==> src/rtl/mac_pkg.sv <==
`timescale 1ns/1ps
package mac_pkg;

    typedef enum logic [0:0] {
        S_IDLE = 1'b0,
        S_RUN  = 1'b1
    } mac_state_e;

    // Radix-4 Booth digit from a 3-bit window {hi, mid, lo}
    function automatic logic signed [2:0] booth_digit(input logic [2:0] w);
        logic signed [2:0] d;
        unique case (w)
            3'b000, 3'b111: d = 3'sd0;
            3'b001, 3'b010: d = 3'sd1;
            3'b011:         d = 3'sd2;
            3'b100:         d = -3'sd2;
            default:        d = -3'sd1;
        endcase
        return d;
    endfunction

endpackage

==> src/rtl/mac_sequencer.sv <==
`timescale 1ns/1ps
module mac_sequencer #(
    parameter int NSLICE = 4
) (
    input  logic              clk,
    input  logic              rst_n,
    input  logic              start_i,
    input  logic              simd_i,
    output logic              busy_o,
    output logic              launch_o,
    output logic              finish_o,
    output logic              simd_q_o,
    output logic [NSLICE-1:0] slice_en_o
);
    import mac_pkg::*;

    localparam int IDX_W = (NSLICE > 1) ? $clog2(NSLICE) : 1;
    localparam int HALF  = NSLICE / 2;

    mac_state_e       state_q, state_d;
    logic [IDX_W-1:0] step_q, step_d;
    logic             simd_q, simd_d;
    logic [IDX_W-1:0] last_step;

    assign last_step = simd_q ? IDX_W'(HALF - 1) : IDX_W'(NSLICE - 1);

    // Next-state logic
    always_comb begin
        state_d = state_q;
        step_d  = step_q;
        simd_d  = simd_q;
        unique case (state_q)
            S_IDLE: begin
                if (start_i) begin            // T_LAUNCH
                    state_d = S_RUN;
                    step_d  = '0;
                    simd_d  = simd_i;
                end
            end
            S_RUN: begin
                if (step_q == last_step) begin // T_FINISH
                    state_d = S_IDLE;
                    step_d  = '0;
                end else begin                 // T_STEP
                    step_d  = step_q + 1'b1;
                end
            end
            default: state_d = S_IDLE;
        endcase
    end

    // State register
    always_ff @(posedge clk or negedge rst_n) begin
        if (!rst_n) begin
            state_q <= S_IDLE;
            step_q  <= '0;
            simd_q  <= 1'b0;
        end else begin
            state_q <= state_d;
            step_q  <= step_d;
            simd_q  <= simd_d;
        end
    end

    // Outputs
    always_comb begin
        busy_o     = 1'b0;
        launch_o   = 1'b0;
        finish_o   = 1'b0;
        slice_en_o = '0;
        unique case (state_q)
            S_IDLE: launch_o = start_i;
            S_RUN: begin
                busy_o   = 1'b1;
                finish_o = (step_q == last_step);
                slice_en_o[step_q] = 1'b1;
                if (simd_q)
                    slice_en_o[step_q + IDX_W'(HALF)] = 1'b1;
            end
            default: ;
        endcase
    end

    assign simd_q_o = simd_q;

endmodule

==> src/rtl/mac_booth_encoder.sv <==
`timescale 1ns/1ps
module mac_booth_encoder #(
    parameter int DATA_W  = 32,
    parameter int SLICE_W = 8
) (
    input  logic [DATA_W-1:0]                 b_i,
    input  logic [DATA_W/SLICE_W-1:0]         slice_en_i,
    input  logic                              simd_i,
    output logic [SLICE_W:0]                  win0_o,
    output logic [SLICE_W:0]                  win1_o,
    output logic [$clog2(DATA_W)-1:0]         shamt_o
);
    localparam int NSLICE = DATA_W / SLICE_W;
    localparam int HALF   = NSLICE / 2;
    localparam int SH_W   = $clog2(DATA_W);

    logic [DATA_W:0] bx;
    int              lo_idx;
    int              hi_idx;

    assign bx = {b_i, 1'b0};

    always_comb begin
        lo_idx = 0;
        hi_idx = 0;
        for (int k = NSLICE - 1; k >= 0; k--)
            if (slice_en_i[k]) lo_idx = k;
        for (int k = 0; k < NSLICE; k++)
            if (slice_en_i[k]) hi_idx = k;
    end

    always_comb begin
        win0_o  = bx[lo_idx*SLICE_W +: SLICE_W+1];
        win1_o  = '0;
        shamt_o = SH_W'(lo_idx * SLICE_W);
        if (simd_i) begin
            win1_o = bx[hi_idx*SLICE_W +: SLICE_W+1];
            // cut the window at the lane boundary: lane 1 starts from zero
            if (hi_idx == HALF)
                win1_o[0] = 1'b0;
        end
    end

endmodule

==> src/rtl/mac_booth_rows.sv <==
`timescale 1ns/1ps
module mac_booth_rows #(
    parameter int ACC_W   = 66,
    parameter int SLICE_W = 8
) (
    input  logic [SLICE_W:0]       win_i,
    input  logic [ACC_W-1:0]       mcand_i,
    output logic [ACC_W-1:0]       sum_o
);
    import mac_pkg::*;

    localparam int DIGITS = SLICE_W / 2;

    logic [ACC_W-1:0] row [DIGITS];

    for (genvar j = 0; j < DIGITS; j++) begin : g_row
        logic signed [2:0] dig;
        logic [ACC_W-1:0]  mag;
        assign dig = booth_digit(win_i[2*j +: 3]);
        always_comb begin
            unique case (dig)
                3'sd1:   mag = mcand_i;
                3'sd2:   mag = mcand_i << 1;
                -3'sd1:  mag = -mcand_i;
                -3'sd2:  mag = -(mcand_i << 1);
                default: mag = '0;
            endcase
        end
        assign row[j] = mag << (2 * j);
    end

    always_comb begin
        sum_o = '0;
        for (int j = 0; j < DIGITS; j++)
            sum_o = sum_o + row[j];
    end

endmodule

==> src/rtl/dual_mode_booth_mac.sv <==
`timescale 1ns/1ps
module dual_mode_booth_mac #(
    parameter int DATA_W  = 32,
    parameter int SLICE_W = 8
) (
    input  logic              clk,
    input  logic              rst_n,
    input  logic              start_i,
    input  logic              simd_i,
    input  logic [DATA_W-1:0] op_a_i,
    input  logic [DATA_W-1:0] op_b_i,
    input  logic [DATA_W-1:0] acc_i,
    output logic              busy_o,
    output logic              done_o,
    output logic [DATA_W-1:0] result_o
);
    localparam int NSLICE = DATA_W / SLICE_W;
    localparam int LANE_W = DATA_W / 2;
    localparam int ACC_W  = 2 * DATA_W + 2;
    localparam int SH_W   = $clog2(DATA_W);

    logic              launch, finish, simd_q;
    logic [NSLICE-1:0] slice_en;
    logic [DATA_W-1:0] a_q, b_q, acc_q, result_q;
    logic [ACC_W-1:0]  part_q, part_next;
    logic [ACC_W-1:0]  mcand0, mcand1, sum0, sum1;
    logic [SLICE_W:0]  win0, win1;
    logic [SH_W-1:0]   shamt;
    logic              done_q;

    mac_sequencer #(.NSLICE(NSLICE)) u_seq (
        .clk        (clk),
        .rst_n      (rst_n),
        .start_i    (start_i),
        .simd_i     (simd_i),
        .busy_o     (busy_o),
        .launch_o   (launch),
        .finish_o   (finish),
        .simd_q_o   (simd_q),
        .slice_en_o (slice_en)
    );

    mac_booth_encoder #(.DATA_W(DATA_W), .SLICE_W(SLICE_W)) u_enc (
        .b_i        (b_q),
        .slice_en_i (slice_en),
        .simd_i     (simd_q),
        .win0_o     (win0),
        .win1_o     (win1),
        .shamt_o    (shamt)
    );

    // Multiplicand per row group: full word or sign-extended lane
    assign mcand0 = simd_q ? {{(ACC_W-LANE_W){a_q[LANE_W-1]}}, a_q[LANE_W-1:0]}
                           : {{(ACC_W-DATA_W){a_q[DATA_W-1]}}, a_q};
    assign mcand1 = {{(ACC_W-LANE_W){a_q[DATA_W-1]}}, a_q[DATA_W-1:LANE_W]};

    mac_booth_rows #(.ACC_W(ACC_W), .SLICE_W(SLICE_W)) u_rows0 (
        .win_i   (win0),
        .mcand_i (mcand0),
        .sum_o   (sum0)
    );

    mac_booth_rows #(.ACC_W(ACC_W), .SLICE_W(SLICE_W)) u_rows1 (
        .win_i   (win1),
        .mcand_i (mcand1),
        .sum_o   (sum1)
    );

    assign part_next = part_q + ((sum0 + sum1) << shamt);

    always_ff @(posedge clk or negedge rst_n) begin
        if (!rst_n) begin
            a_q      <= '0;
            b_q      <= '0;
            acc_q    <= '0;
            part_q   <= '0;
            result_q <= '0;
            done_q   <= 1'b0;
        end else begin
            done_q <= 1'b0;
            if (launch) begin
                a_q    <= op_a_i;
                b_q    <= op_b_i;
                acc_q  <= acc_i;
                part_q <= '0;
            end else if (busy_o) begin
                part_q <= part_next;
                if (finish) begin
                    result_q <= acc_q + part_next[DATA_W-1:0];
                    done_q   <= 1'b1;
                end
            end
        end
    end

    assign done_o   = done_q;
    assign result_o = result_q;

endmodule

==> config.mk <==
export PLATFORM = sky130hd
export DESIGN_NAME = dual_mode_booth_mac
export DESIGN_NICKNAME = d
export VERILOG_FILES = /design/src/rtl/mac_pkg.sv /design/src/rtl/mac_sequencer.sv /design/src/rtl/mac_booth_encoder.sv /design/src/rtl/mac_booth_rows.sv /design/src/rtl/dual_mode_booth_mac.sv
export SDC_FILE = /design/constraint.sdc
export NUM_CORES = 1
export LEC_CHECK = 0
export ABC_CLOCK_PERIOD_IN_PS = 31700
export BUFFER_PORTS_ARGS = -buffer_cell sky130_fd_sc_hd__buf_2
export CAP_MARGIN = 5
export CORE_MARGIN = 8
export CORE_UTILIZATION = 36
export DETAILED_ROUTE_END_ITERATION = 8
export MAX_ROUTING_LAYER = met4
export PLACE_DENSITY = 0.52
export RECOVER_POWER = 50
export SYNTH_ARGS = -nofsm -noshare
export SYNTH_HDL_FRONTEND = slang
export SYNTH_HIERARCHICAL = 1
export SYNTH_SLANG_ARGS = --single-unit
==> constraint.sdc <==
create_clock -name clk -period 31.7 [get_ports clk]
set_input_delay 4.755 -clock clk [delete_from_list [all_inputs] [get_ports clk]]
set_output_delay 4.755 -clock clk [all_outputs]
set_load 0.1 [all_outputs]
==> results.py, run 1 <==
metrics = {
    "job": {
        "max-cap-violations": 4,
    },
    "clock_network": {
        "ctsHtreeMaxLevel": 4,
        "cts_tree": "done",
        "cts.clk_slew.worst_paths_ns": 0.08,
        "clockRootBuffer": "clkbuf_16",
        "postCtsSetupBuffers": 0,
        "cts_sinks": 165,
        "cts_made_buffers": 17,
        "clk_latency_ns": 0.51,
        "hold_buffers": 0,
        "ctsResizeCount": 0,
        "clock_path_buffers": 2,
    },
    "setup_path": {
        "rrSetupSlack_ns": 16.53,
        "crit_buf_inv": 3,
        "critPathLaunch": "u_seq/state_q",
        "crit_slowest_cell": "clkinv_1",
        "r2r_end": "result_o[31]",
        "ff2ff_path_depth": 50,
        "crit_path_end_kind": "flop",
        "required_ns": 32.09,
        "cp_top_family": "simple AND/OR/NAND/NOR gates",
        "endpoint": "result_o[31]",
        "worstSetupStartpointType": "flop",
        "critPathMaxStageDelay_ns": 0.75,
        "path_class": "reg -> reg",
        "cp.depth": 50,
        "reg2reg_from": "u_seq/state_q",
        "cp_max_fo": 49,
        "cp.arrival_ns": 15.56,
    },
    "timing": {
        "setup_tns_ns": 0,
        "tightest_slew_ns": 3.769,
        "skew_ns": 0.01796,
        "final_max_slew_viol_count": 250,
        "max_freq_mhz": 65.92,
        "maxSlewHeadroom_pct": -151.3,
        "rsz0062_at_grt": "no",
        "fin_crit_ns": 15.17,
        "setup_violations": 0,
        "hold_violations": 0,
        "period_share_pct": 47.85,
    },
    "synth": {
        "yosys_warnings": 6,
        "synth_area_sq_um": 31270,
        "synth_cells": 4336,
        "avgSynthCellArea_sq_um": 7.212,
    },
    "layout": {
        "multi_input_area_sq_um": 24420,
        "final.fill_count": 9245,
        "areaGrowthSynthToFinish_pct": 4.193,
        "seq_area_sq_um": 4134,
        "final_nets": 4389,
        "n_antenna_cell": 0,
        "drive_above_1_share_pct": 10.87,
    },
    "placement": {
        "portBuffers": 133,
        "place_hpwl_um": 84990,
        "gp_congestion": 0.9437,
    },
    "routing": {
        "avgViaCountPerCell": 5.963,
        "dr.first_iter.drc_count": 3140,
        "dr.pass1.iters": 6,
        "vias": 30873,
        "wirelength_um": 114200,
        "ant_nets": 0,
        "drc": 0,
        "post_drt_wl_per_cell_um": 22.05,
    },
    "floorplanning": {
        "io_pins": 134,
        "initial_utilization_pct": 36.16,
        "core-area_sq_um": 86480,
        "die_area_sq_um": 96550,
        "row_count": 108,
        "die_w_um": 310.7,
        "die-height_um": 310.7,
    },
    "grt": {
        "grt_pass1_vias": 29044,
        "overflow": 0,
        "antenna_found_initial": 0,
        "grt_pass1_wl_um": 176800,
        "grt_max_degree": 92,
        "grt_usage_pct": 23.22,
    },
    "hold_path": {
        "hold_path_class": "reg -> reg",
    },
    "run_status": {
        "status": "finished, violations left",
        "violations": "max-capacitance violations, max-slew violations",
    },
}
## cell usage in the layout (no fill, tap or decap), drive strengths merged, types with 11 or more instances in the layout
cell type,count
a211o,16
a211oi,36
a21boi,13
a21o,75
a21oi,325
a221oi,136
a22oi,45
a311oi,12
a31oi,87
and2,29
and3,22
buf,185
clkbuf,39
dfrtp,165
fa,113
ha,167
inv,213
mux2,125
mux2i,140
mux4,11
nand2,548
nand2b,36
nand3,69
nand4,14
nor2,338
nor2b,25
nor3,47
nor4,15
o211ai,28
o21a,20
o21ai,329
o21bai,29
o221ai,19
o22ai,32
o31ai,12
or2,12
or3,35
or4,13
xnor2,206
xor2,98
## sequential cells by signal, summed over array words and instances, names as in the netlist
| register | count |
|---|---|
| part_q | 32 |
| u_seq/simd_q_o | 1 |
| done_o | 1 |
| u_seq/state_q | 1 |
| acc_q | 32 |
| result_o | 32 |
| u_seq/step_q | 2 |
| a_q | 32 |
| b_q | 32 |
## area by class of cell
class                      instances  area share [%]
clock buffer                      18           1.348
clock inverter                    14          0.5376
inverter                         210           2.419
multi-input combinational       3409           74.95
sequential                       165           12.69
tap                             1155           4.436
timing repair buffer             206           3.621
## worst min-delay path by stage
stage,from,end,cells past startpoint
2_1_floorplan,part_q[14],part_q[14],1
3_3_place_gp,result_o[19],result_o[19],2
3_5_place_dp,result_o[21],result_o[21],2
4_1_cts,result_o[21],result_o[21],2
5_1_grt,result_o[22],result_o[22],2
6_report,result_o[21],result_o[21],2
## worst register-to-register path, delay by kind of cell (launching register included)
kind                       cells  cell delay (ns)
and+or+nand+nor               16             4.86
AOI/OAI and AO/OA             20             4.35
adders and majority gates      6             2.59
buffers and inverters          3             1.85
muxes                          3             0.66
xor gates and xnor gates       2             0.40
DFF                            1             0.37
## metal layers
layer	track usage (%)	vias to the layer above	routed length, um
met5	-	-	0
met4	6.363	0	3041
met3	3.167	171	7297
met2	37.09	1152	53060
met1	30.77	14965	50760
li1	-	14585	-
## metrics by stage
stage                     setup WS (ns)  hold slack, ns  instances  util [%]  area [sq um]
after CTS                         16.70          0.4859       5177     37.72         32620
after global placement            16.99          0.4596       5145     37.01         32010
final                             16.53          0.4774       5177     37.67         32580
after global routing              15.42          0.5087       5177     37.67         32580
after detailed placement          16.77          0.4673       5145     37.01         32010
after floorplan                   19.58          0.4725       4338         -         31280
Power of run 1 is not shown: default switching activity piles up to over one toggle a cycle in this logic, so the estimate is an artifact.
==> inputs of run 2 (changes only) <==
- ABC_CLOCK_PERIOD_IN_PS: 31700 -> 14050
- clock period: 31.7 -> 14.05 ns (I/O delays scaled with it)
==> run 2 against run 1 <==
  * The flow still finishes with violations (max-capacitance violations, max-slew violations)
  * Critical path depth is the same
  * Utilization grew 0.45 points
  * Sequential share of layout area down 0.15 points
  * Maximum frequency increased by 13%
  * Routed wire length grew 1.8%
  * Clock-buffer cell count is 1 lower
  * Setup slack lost 16 ns
  * Global-route usage is 0.42 points higher
  * Cell count is 0.81% higher
  * Register-to-register slack worse by 16 ns
  * Design area increased by 1.2%
  * Critical path type unchanged
  * Critical endpoint unchanged
==> results.py, run 2 (synthesis results as in run 1) <==
metrics = {
    "run_status": {
        "status": "finished, violations left",
        "violations": "max-capacitance violations, max-slew violations",
    },
    "setup_path": {
        "crit_top_cell": "ha_1",
        "required_ns": 14.43,
        "critPathMaxStageDelay_ns": 0.64,
        "cp_max_fo": 13,
        "cp.arrival_ns": 13.81,
        "path_class": "reg -> reg",
        "crit_slowest_cell": "or4b_2",
        "crit_path_end_kind": "flop",
        "worstSetupStartpointType": "flop",
    },
    "clock_network": {
        "clockRootBuffer": "clkbuf_16",
        "cts_made_buffers": 17,
        "cts_tree": "done",
        "ctsHtreeMaxLevel": 4,
        "cts_sinks": 165,
        "cts.clk_slew.worst_paths_ns": 0.08,
        "clock_path_buffers": 2,
        "clk_latency_ns": 0.50,
    },
    "timing": {
        "tightest_slew_ns": 3.593,
        "maxSlewHeadroom_pct": -139.5,
        "hold_violations": 0,
        "max_freq_mhz": 74.48,
        "setup_violations": 0,
        "setup_tns_ns": 0,
        "period_share_pct": 95.56,
        "rsz0062_at_grt": "no",
        "skew_ns": 0.01687,
        "fin_crit_ns": 13.43,
        "final_max_slew_viol_count": 311,
    },
    "floorplanning": {
        "die-height_um": 310.7,
        "row_count": 108,
        "core-area_sq_um": 86480,
        "initial_utilization_pct": 36.16,
        "die_area_sq_um": 96550,
        "io_pins": 134,
        "die_w_um": 310.7,
    },
    "routing": {
        "avgViaCountPerCell": 5.945,
        "vias": 31027,
        "ant_nets": 0,
        "wirelength_um": 116200,
        "dr.pass1.iters": 8,
        "dr.first_iter.drc_count": 3158,
        "post_drt_wl_per_cell_um": 22.27,
        "drc": 0,
    },
    "grt": {
        "antenna_found_initial": 0,
        "grt_usage_pct": 23.65,
        "grt_pass1_vias": 29284,
        "overflow": 0,
        "grt_pass1_wl_um": 179900,
        "grt_max_degree": 102,
    },
    "placement": {
        "dp_cells": 5186,
        "gp_congestion": 0.9625,
        "portBuffers": 133,
        "place_hpwl_um": 87880,
    },
    "layout": {
        "layout_common_cells": "nand2_1 (545), nor2_1 (334), a21oi_1 (322), o21ai_0 (308), xnor2_1 (206)",
        "final_nets": 4431,
        "multi_input_area_sq_um": 24450,
        "n_antenna_cell": 0,
        "final_common_cell": "nand2_1",
        "final.fill_count": 9235,
        "seq_area_sq_um": 4134,
        "areaGrowthSynthToFinish_pct": 5.426,
        "fin_cells": 5219,
        "drive_above_1_share_pct": 12.28,
        "post-route-util_pct": 38.12,
    },
    "hold_path": {
        "hold_path_class": "reg -> reg",
    },
    "job": {
        "max-cap-violations": 5,
    },
}
-- run 2: stage by stage --
| step | instance area, sq um | setup WS, ns | hold slack (ns) |
|---|---|---|---|
| 2_1_floorplan | 31280 | 1.930 | 0.4725 |
| 5_1_grt | 32970 | 0.01006 | 0.4969 |
| 6_report | 32970 | 0.6233 | 0.4769 |
| 3_5_place_dp | 32330 | 0.7409 | 0.4655 |
| 3_3_place_gp | 32330 | 0.7949 | 0.4587 |
| 4_1_cts | 32930 | 0.6687 | 0.4846 |
-- run 2: path summary, 6_finish.rpt --
kind | from | end | slack [ns] | cells after the start
max in group asynchronous | rst_n | a_q[31] | 6.29 | 2
worst max-delay path | u_seq/step_q[1] | result_o[31] | 0.62 | 50
min in group asynchronous | rst_n | result_o[15] | 2.63 | 1
worst max register to register | u_seq/step_q[1] | result_o[31] | 0.62 | 50
worst min register to register | result_o[22] | result_o[22] | 0.48 | 2
worst min-delay path | result_o[22] | result_o[22] | 0.48 | 2
-- run 2: timing repair --
item                       in CTS  in global routing
hold endpoints to repair        0                  0
setup endpoints to repair       0                  2
hold buffers                    0                  0
setup buffers                   0                  1
gates resized for setup         0                 20
-- run 2: per-layer routing --
layer,global-route usage (%),up-vias,wire length [um]
met5,-,-,0
met3,3.087,174,7917
met2,37.26,1310,53170
met4,6.542,0,3246
met1,31.80,14868,51870
li1,-,14675,-
-- run 2: layout make-up --
cell class / instances / share of cell area (%)
Multi-Input combinational cell: 3409 / 74.15
Clock buffer: 17 / 1.290
Tap cell: 1155 / 4.384
Timing Repair Buffer: 248 / 4.695
Clock inverter: 15 / 0.5313
Inverter: 210 / 2.406
Sequential cell: 165 / 12.54
-- run 2: worst max-delay path: cells and delay by family, from the launching register on --
family | cells | cell delay, ns
simple gates | 12 | 2.96
flops | 1 | 0.45
buf+inv | 6 | 1.02
compound gates | 18 | 3.97
xor+xnor | 3 | 0.79
fa+ha+maj | 7 | 2.80
mux | 4 | 1.29
Power of run 2 is left out for the same reason.
